**config.mk**
```make
export PLATFORM = sky130hd
export DESIGN_NAME = hcg_cmd_gate
export DESIGN_NICKNAME = d
export VERILOG_FILES = /design/src/rtl/hcg_pkg.sv /design/src/rtl/hcg_status_filter.sv /design/src/rtl/hcg_timeout.sv /design/src/rtl/hcg_class_gate.sv /design/src/rtl/hcg_cmd_gate.sv
export SDC_FILE = /design/constraint.sdc
export NUM_CORES = 1
export LEC_CHECK = 0
export BUFFER_PORTS_ARGS = -buffer_cell sky130_fd_sc_hd__buf_2
export CAP_MARGIN = 20
export CELL_PAD_IN_SITES_DETAIL_PLACEMENT = 0
export CELL_PAD_IN_SITES_GLOBAL_PLACEMENT = 1
export CORE_UTILIZATION = 46
export CTS_CLUSTER_DIAMETER = 50
export CTS_CLUSTER_SIZE = 14
export DETAILED_ROUTE_END_ITERATION = 7
export PLACE_DENSITY = 0.78
export SYNTH_ARGS = -nofsm -noshare
export SYNTH_HDL_FRONTEND = slang
export SYNTH_SLANG_ARGS = --single-unit
```
**constraint.sdc**
```tcl
create_clock -name clk -period 2.6 [get_ports clk]
set_clock_uncertainty 0.2 [all_clocks]
set_input_delay 0.52 -clock clk [delete_from_list [all_inputs] [get_ports clk]]
set_output_delay 0.52 -clock clk [all_outputs]
set_load 0.02 [all_outputs]
```
**src/rtl/hcg_pkg.sv**
```systemverilog
package hcg_pkg;
  localparam int unsigned NUM_CLASS = 2;
  localparam int unsigned CLS_ORD = 0;
  localparam int unsigned CLS_CMP = 1;

  // Number of clock cycles in a window of the given length in microseconds.
  function automatic longint unsigned timeout_cycles(input longint unsigned clk_hz,
                                                     input longint unsigned win_us);
    return (clk_hz / 64'd1_000_000) * win_us;
  endfunction

  // Counter width able to hold values 0..limit.
  function automatic int unsigned count_width(input longint unsigned limit);
    int unsigned w;
    w = 1;
    while ((64'd1 << w) <= limit) w++;
    return w;
  endfunction
endpackage

```
**src/rtl/hcg_status_filter.sv**
```systemverilog
module hcg_status_filter #(
  parameter int unsigned SYNC_STAGES = 2,
  parameter int unsigned LOW_RUN     = 2
) (
  input  logic clk,
  input  logic rst_n,
  input  logic busy_async_i,
  output logic sync_low_o,
  output logic done_o
);
  localparam int unsigned RW = hcg_pkg::count_width(LOW_RUN);

  logic [SYNC_STAGES-1:0] chain_q;
  logic [RW-1:0]          run_q;
  logic                   done_q;
  logic                   s_low;

  // Synchronizer chain; resets to "busy" so nothing is read as done.
  always_ff @(posedge clk or negedge rst_n) begin
    if (!rst_n) chain_q <= '1;
    else        chain_q <= {chain_q[SYNC_STAGES-2:0], busy_async_i};
  end

  assign s_low = ~chain_q[SYNC_STAGES-1];

  always_ff @(posedge clk or negedge rst_n) begin
    if (!rst_n) begin
      run_q  <= '0;
      done_q <= 1'b0;
    end else begin
      if (!s_low)                     run_q <= '0;
      else if (run_q != RW'(LOW_RUN)) run_q <= run_q + 1'b1;
      if (s_low && (run_q == RW'(LOW_RUN - 1))) done_q <= 1'b1;
    end
  end

  assign sync_low_o = s_low;
  assign done_o     = done_q;
endmodule

```
**src/rtl/hcg_timeout.sv**
```systemverilog
module hcg_timeout #(
  parameter longint unsigned LIMIT = 64'd12_500_000
) (
  input  logic clk,
  input  logic rst_n,
  output logic expired_o
);
  localparam int unsigned CW = hcg_pkg::count_width(LIMIT);

  logic [CW-1:0] cnt_q;
  logic          exp_q;

  always_ff @(posedge clk or negedge rst_n) begin
    if (!rst_n) begin
      cnt_q <= '0;
      exp_q <= 1'b0;
    end else if (!exp_q) begin
      if (cnt_q == CW'(LIMIT - 1)) exp_q <= 1'b1;
      else                         cnt_q <= cnt_q + 1'b1;
    end
  end

  assign expired_o = exp_q;
endmodule

```
**src/rtl/hcg_class_gate.sv**
```systemverilog
module hcg_class_gate (
  input  logic clk,
  input  logic rst_n,
  input  logic grant_i,
  input  logic req_i,
  output logic perm_o,
  output logic rdy_o,
  output logic fire_o
);
  logic held_q;

  // Remember any past grant; the live grant takes effect without delay.
  always_ff @(posedge clk or negedge rst_n) begin
    if (!rst_n)       held_q <= 1'b0;
    else if (grant_i) held_q <= 1'b1;
  end

  assign perm_o = held_q | grant_i;
  assign rdy_o  = perm_o;
  assign fire_o = req_i & rdy_o;
endmodule

```
**src/rtl/hcg_cmd_gate.sv**
```systemverilog
module hcg_cmd_gate #(
  parameter longint unsigned CLK_HZ     = 64'd125_000_000,
  parameter longint unsigned TIMEOUT_US = 64'd100_000,
  parameter int unsigned     LOW_RUN    = 2
) (
  input  logic clk,
  input  logic rst_n,
  input  logic init_busy_i,
  input  logic ord_req_i,
  input  logic cmp_req_i,
  output logic ord_perm_o,
  output logic cmp_perm_o,
  output logic ord_rdy_o,
  output logic cmp_rdy_o,
  output logic ord_fire_o,
  output logic cmp_fire_o
);
  import hcg_pkg::*;

  localparam longint unsigned LIMIT = timeout_cycles(CLK_HZ, TIMEOUT_US);

  // Named internal events, visible to the bound checker.
  logic sync_low_w;
  logic done_w;
  logic tmo_w;
  logic [NUM_CLASS-1:0] grant_w, req_w, perm_w, rdy_w, fire_w;

  hcg_status_filter #(.SYNC_STAGES(2), .LOW_RUN(LOW_RUN)) u_filt (
    .clk(clk), .rst_n(rst_n), .busy_async_i(init_busy_i),
    .sync_low_o(sync_low_w), .done_o(done_w)
  );

  hcg_timeout #(.LIMIT(LIMIT)) u_tmo (
    .clk(clk), .rst_n(rst_n), .expired_o(tmo_w)
  );

  // Ordinary: first of done or timeout. Compound: done only.
  assign grant_w[CLS_ORD] = done_w | tmo_w;
  assign grant_w[CLS_CMP] = done_w;
  assign req_w[CLS_ORD]   = ord_req_i;
  assign req_w[CLS_CMP]   = cmp_req_i;

  for (genvar c = 0; c < NUM_CLASS; c++) begin : g_cls
    hcg_class_gate u_gate (
      .clk(clk), .rst_n(rst_n), .grant_i(grant_w[c]), .req_i(req_w[c]),
      .perm_o(perm_w[c]), .rdy_o(rdy_w[c]), .fire_o(fire_w[c])
    );
  end

  assign ord_perm_o = perm_w[CLS_ORD];
  assign cmp_perm_o = perm_w[CLS_CMP];
  assign ord_rdy_o  = rdy_w[CLS_ORD];
  assign cmp_rdy_o  = rdy_w[CLS_CMP];
  assign ord_fire_o = fire_w[CLS_ORD];
  assign cmp_fire_o = fire_w[CLS_CMP];
endmodule

```
==> results of run 1 <==
==> final cells by class <==
class / count / area (µm²) / share of cell area
tap: 44 / 55.1 / 0.0343
sequential: 32 / 803 / 0.500
clock buffer: 6 / 51.3 / 0.0319
clock inverter: 2 / 10.0 / 0.00623
timing repair buffer: 10 / 50.0 / 0.0312
inverter: 5 / 18.8 / 0.0117
multi-input combinational: 91 / 618 / 0.385
==> cells in the mapped netlist, types with 2 or more instances <==
cell,count
sky130_fd_sc_hd__and2_1,3
sky130_fd_sc_hd__and3_1,4
sky130_fd_sc_hd__buf_4,2
sky130_fd_sc_hd__dfrtp_1,30
sky130_fd_sc_hd__dfstp_2,2
sky130_fd_sc_hd__ha_1,3
sky130_fd_sc_hd__inv_1,5
sky130_fd_sc_hd__nand2_1,10
sky130_fd_sc_hd__nand3_1,4
sky130_fd_sc_hd__nand4_1,9
sky130_fd_sc_hd__nor2_1,10
sky130_fd_sc_hd__nor2b_1,3
sky130_fd_sc_hd__nor3_1,3
sky130_fd_sc_hd__nor4_1,2
sky130_fd_sc_hd__or2_2,2
sky130_fd_sc_hd__or3_1,2
sky130_fd_sc_hd__xnor2_1,16
sky130_fd_sc_hd__xor2_1,8
==> state kept, by name, indices dropped and copies added (netlist names) <==
| signal | cells |
|---|---|
| u_filt.chain_q | 2 |
| u_filt.done_o | 1 |
| u_filt.run_q | 2 |
| u_tmo.expired_o | 1 |
| u_tmo.cnt_q | 24 |
| g_cls.u_gate.held_q | 2 |
==> placed cells by master (no fill, tap or decap), types with 2 or more instances in the layout <==
master / instances
sky130_fd_sc_hd__dfrtp_1: 30
sky130_fd_sc_hd__xnor2_1: 16
sky130_fd_sc_hd__nand2_1: 10
sky130_fd_sc_hd__nor2_1: 10
sky130_fd_sc_hd__buf_2: 10
sky130_fd_sc_hd__nand4_1: 9
sky130_fd_sc_hd__xor2_1: 8
sky130_fd_sc_hd__inv_1: 5
sky130_fd_sc_hd__clkbuf_4: 5
sky130_fd_sc_hd__and3_1: 4
sky130_fd_sc_hd__nand3_1: 4
sky130_fd_sc_hd__and2_1: 3
sky130_fd_sc_hd__nor2b_1: 3
sky130_fd_sc_hd__nor3_1: 3
sky130_fd_sc_hd__ha_1: 3
sky130_fd_sc_hd__or3_1: 2
sky130_fd_sc_hd__or2_2: 2
sky130_fd_sc_hd__nor4_1: 2
sky130_fd_sc_hd__clkinv_2: 2
sky130_fd_sc_hd__dfstp_2: 2
==> through the flow <==
stage	setup WS, ns	instances
floorplan	0.684	132
global placement	0.502	182
detailed placement	0.429	182
CTS	0.324	190
global route	0.237	190
finish	0.342	190
==> worst max path at each step <==
stage	end	from	depth (start not counted)	slack [ns]
4_1_cts	ord_fire_o	u_tmo.expired_o$_DFF_PN0_	3	0.32
3_5_place_dp	u_tmo.cnt_q[1]$_DFFE_PN0P_	u_tmo.cnt_q[0]$_DFFE_PN0P_	5	0.43
2_1_floorplan	ord_fire_o	u_tmo.expired_o$_DFF_PN0_	2	0.68
3_3_place_gp	u_tmo.cnt_q[1]$_DFFE_PN0P_	u_tmo.cnt_q[0]$_DFFE_PN0P_	5	0.50
5_1_grt	u_tmo.cnt_q[13]$_DFFE_PN0P_	u_tmo.cnt_q[0]$_DFFE_PN0P_	6	0.24
6_report	ord_fire_o	u_tmo.expired_o$_DFF_PN0_	3	0.34
==> logic make-up (layout without fill, tap and decap cells) <==
logic type               count (synthesis)  in the layout  share of synthesized area
flip-flops                              32             32                      0.546
adder cells (fa/ha/maj)                  3              3                     0.0255
XOR/XNOR                                24             24                      0.143
AND/OR/NAND/NOR                         60             60                      0.230
buffers and inverters                    9             23                     0.0332
multiplexers                             1              1                    0.00766
AO/OA/AOI/OAI                            3              3                     0.0145
==> power breakdown <==
group / internal [W] / leakage, nW / switching, W / total, W
registers: 0.000512 / 0.408 / 0.0000111 / 0.000523
clock network: 0.000128 / 0.0380 / 0.000168 / 0.000296
logic: 0.0000247 / 0.277 / 0.0000365 / 0.0000612
==> routing by layer <==
layer,global-route usage,share of wire,vias to the layer above
li1,-,-,470
met1,0.205,0.49,447
met2,0.269,0.44,17
met3,0.0462,0.044,8
met4,0.112,0.028,0
met5,0,0,-
==> run summary, run 1 <==
Arrival time reported for the critical path endpoint: 1.54 ns
Sum of negative setup slack: 0 ns
Site Rows: 20
Depth of the worst register-to-register path: 5
Worst skew pair latency: 0.34 ns
Worst min-delay path class: in2async
First-pass GRT wire length: 4260 µm
Worst rel slew slack: 0.546
Clock buffer count from CTS: 5
Number of buffers inserted by port buffering: 10
Area added between synthesis and finish: 9.28%
Worst Path Class, Setup: reg2out
Setup repair after global routing missed its margin: no
Die width: 58.5 µm
Number of fillers in the final layout: 292
Pre-antenna DRT Iters: 4
Max-cap violation count: 0
Placer Congestion: 0.802
CP top delay family: simple AND/OR/NAND/NOR gates
Category of the worst setup path launch point: flip-flop
Sequential fraction of the synthesis area: 0.546
Number of nets still failing antenna checks after routing: 0
Via count of the first global-routing pass: 989
Worst hold slack: 0.0125 ns
Root Buffer: sky130_fd_sc_hd__clkbuf_4
CTS tree: built
Final standard cell utilization of the core: 0.526
Critical Path, Cell by Cell: or3_1 > and2_1 > buf_2
DRC viols: 0
YS warnings: 0
Wirelength per Cell: 11.9 µm
Run status: finished clean
Maximum number of buffers from clock root to sink: 2
Slowest stage cell, crit path: sky130_fd_sc_hd__dfrtp_1
Layout cells sized above 1: 0.171
Worst Max-Slew Pin Slew: 0.681 ns
Netlist cell types: 32
Worst R2R Setup Slack: 0.43 ns
Crit path required time: 1.88 ns
Per-cell via count in the routed design: 4.96
Die outline height: 58.5 µm
Leading cell types by total area after synthesis: sky130_fd_sc_hd__dfrtp_1, sky130_fd_sc_hd__xnor2_1, sky130_fd_sc_hd__xor2_1, sky130_fd_sc_hd__nand4_1, sky130_fd_sc_hd__dfstp_2
Routed via count: 942
Final non-filler cell area: 1610 µm²
Max Fclk: 443 MHz
Slowest cell delay on critical path: 0.47 ns
Portion of the clock cycle consumed by the worst path in the final layout: 0.868
Full die area: 3430 µm²
Reg-to-reg critical path endpoint: u_tmo.cnt_q[1]$_DFFE_PN0P_
Most used DFF post-synth: sky130_fd_sc_hd__dfrtp_1
Number of buffers and inverters on the critical path: 1
Remaining global-route overflow: 0
Average instance area after synthesis: 11.1 µm²
Maximum number of pins on one net before global-route repair: 33
Worst R2R Start: u_tmo.cnt_q[0]$_DFFE_PN0P_
Final Critical Period: 2.26 ns
Count of pins on the block boundary: 11
H-tree Lvls: 2
Post-Place Cell Area: 1550 µm²
# clock sinks: 32
Initial Utilization: 0.482
Number of flops mapped to enable cells by yosys: 0
Post-Syn Nets: 140
Largest area contributor in the netlist: sky130_fd_sc_hd__dfrtp_1
Total power per unit cell area: 548 nW/µm²
Share of synthesized flip-flops with an asynchronous set or reset: 1.00
Antenna violations before repair: 0
Core area: 3050 µm²
Number of instances in the synthesized netlist: 132
Final net count: 153
Final wirelength: 2260 µm
Clock-pin slew on the worst setup and hold paths: 0.10 ns
Final max-slew violation count: 0
Area of the mapped netlist: 1470 µm²
Endpoint class of the critical path: primary output
Max FO, Critical Path: 8
HPWL after DPL: 1610 µm
Static Leak: 0.723 nW
Endpoints failing setup: 0
Total of hold buffers inserted after clock tree synthesis: 0
Seq cells post-synth: 32
Buffer count from post-CTS setup fixing: 0
Area share of the leading cell type in the synthesized netlist: 0.511
Number of gates resized after CTS: 0
Hold Fails Final Rpt: 0
Maximum resistive drop on vdd: 0.275 mV
Number of design-rule violations left by the first detailed-router iteration: 21
Count of antenna diodes in the layout: 0
Power Total: 0.000881 W
Total global routing track utilization: 0.170
Power figures use the tool's default switching activity.
==> run 2: changes to the inputs <==
RECOVER_POWER = 50   (was not set)
==> run summary, run 2 (same netlist as run 1, synthesis figures left out) <==
Commonest cells after routing, fill and taps aside: sky130_fd_sc_hd__dfrtp_1, sky130_fd_sc_hd__xnor2_1, sky130_fd_sc_hd__nand2_1, sky130_fd_sc_hd__nor2_1
Most common library cell in the layout ignoring fill and taps: sky130_fd_sc_hd__dfrtp_1
Arrival time reported for the critical path endpoint: 1.54 ns
Per-cell via count in the routed design: 4.96
Total power per unit cell area: 548 nW/µm²
Failing checks: max-capacitance violations, max-slew violations
Hold Fails Final Rpt: 0
Sequential share of power: 0.594
Max Fclk: 443 MHz
Depth of the worst register-to-register path: 5
CTS tree: built
Number of buffers inserted by port buffering: 10
Clock-pin slew on the worst setup and hold paths: 0.10 ns
Remaining global-route overflow: 0
Worst R2R Setup Slack: 0.43 ns
Sum of negative setup slack: 0 ns
# clock sinks: 32
Maximum resistive drop on vdd: 0.275 mV
Routed via count: 942
Buffer count from post-CTS setup fixing: 0
Net Sw Frac: 0.245
Die width: 58.5 µm
Via count of the first global-routing pass: 989
Total global routing track utilization: 0.170
Number of nets still failing antenna checks after routing: 0
Worst min-delay path class: in2reg
Site Rows: 20
DRC viols: 0
Setup repair after global routing missed its margin: no
Power dissipated by switching net loads: 0.000215 W
Max-cap violation count: 1
Final wirelength: 2250 µm
Run status: complete, but fails checks
Antenna violations before repair: 0
Number of fillers in the final layout: 293
Worst Path Class, Setup: reg2out
Endpoints failing setup: 0
Category of the worst setup path launch point: flip-flop
Number of design-rule violations left by the first detailed-router iteration: 21
Total of hold buffers inserted after clock tree synthesis: 0
Pre-antenna DRT Iters: 4
Cell internal pwr: 0.000665 W
Area added between synthesis and finish: 9.19%
Root Buffer: sky130_fd_sc_hd__clkbuf_4
Wirelength per Cell: 11.9 µm
Final Critical Period: 2.26 ns
Final net count: 153
Worst skew pair latency: 0.34 ns
Static Leak: 0.720 nW
HPWL after DPL: 1610 µm
H-tree Lvls: 2
Crit path required time: 1.88 ns
Max FO, Critical Path: 8
Count of antenna diodes in the layout: 0
Full die area: 3430 µm²
Clock buffer count from CTS: 5
Maximum number of buffers from clock root to sink: 2
Number of gates resized after CTS: 0
Layout cells sized above 1: 0.164
Share of power burned in combinational logic: 0.069
Biggest register: u_tmo.cnt_q
Min-Delay Path Depth: 1
Clk pwr share: 0.337
Number of flip-flops under the largest register name: 24
Core area: 3050 µm²
Initial Utilization: 0.482
Die outline height: 58.5 µm
Maximum number of pins on one net before global-route repair: 33
Placer Congestion: 0.802
Count of pins on the block boundary: 11
First-pass GRT wire length: 4260 µm
Endpoint class of the critical path: primary output
Final max-slew violation count: 33
Worst Max-Slew Pin Slew: 1.63 ns
Portion of the clock cycle consumed by the worst path in the final layout: 0.868
Worst rel slew slack: -0.0849
Worst hold slack: 0.0718 ns
-- run 2: layout make-up --
type	instances	area, µm²	share of cell area
sequential	32	803	0.500
multi-input combinational	91	618	0.385
tap	44	55.1	0.0343
clock buffer	6	51.3	0.0320
timing repair buffer	10	48.8	0.0304
inverter	5	18.8	0.0117
clock inverter	2	10.0	0.00624
-- run 2: critical path, stage by stage (launching register included) --
cell and delay, ns:
sky130_fd_sc_hd__dfrtp_1 0.47, sky130_fd_sc_hd__or3_1 0.42, sky130_fd_sc_hd__and2_1 0.16, sky130_fd_sc_hd__buf_2 0.15
-- run 2: worst paths after layout --
path | endpoint | start
setup / recovery | ord_fire_o | u_tmo.expired_o$_DFF_PN0_
hold / removal | u_filt.chain_q[0]$_DFF_PN1_ | init_busy_i
setup reg to reg | u_tmo.cnt_q[1]$_DFFE_PN0P_ | u_tmo.cnt_q[0]$_DFFE_PN0P_
hold reg to reg | u_filt.chain_q[1]$_DFF_PN1_ | u_filt.chain_q[0]$_DFF_PN1_
max in group asynchronous | u_tmo.cnt_q[0]$_DFFE_PN0P_ | rst_n
min in group asynchronous | u_tmo.cnt_q[16]$_DFFE_PN0P_ | rst_n
-- run 2: power by group through the flow --
stage	sequential, W	combinational, W	clock (W)
4_1_cts	0.000523	0.0000637	0.000304
3_5_place_dp	0.000533	0.0000633	0
2_1_floorplan	0.000531	0.0000416	0
6_report	0.000523	0.0000609	0.000296
5_1_grt	0.000526	0.0000731	0.000328
3_3_place_gp	0.000532	0.0000572	0
-- run 2: per-layer routing --
layer  GRT usage  vias up  routed length (µm)
met2       0.269       17                 990
met5           0        -                   0
met3      0.0462        8                  99
met1       0.205      447                1100
li1            -      470                   -
met4       0.112        0                  63
-- run 2: through the flow --
| step | worst slack (ns) | instances | power (W) | utilization | instance area, µm² |
|---|---|---|---|---|---|
| after global placement | 0.502 | 182 | 0.000589 | 0.506 | 1550 |
| final | 0.342 | 190 | 0.000880 | 0.526 | 1610 |
| after detailed placement | 0.429 | 182 | 0.000596 | 0.506 | 1550 |
| after floorplan | 0.684 | 132 | 0.000572 | - | 1470 |
| after CTS | 0.324 | 190 | 0.000891 | 0.526 | 1610 |
| after global routing | 0.237 | 190 | 0.000927 | 0.526 | 1610 |
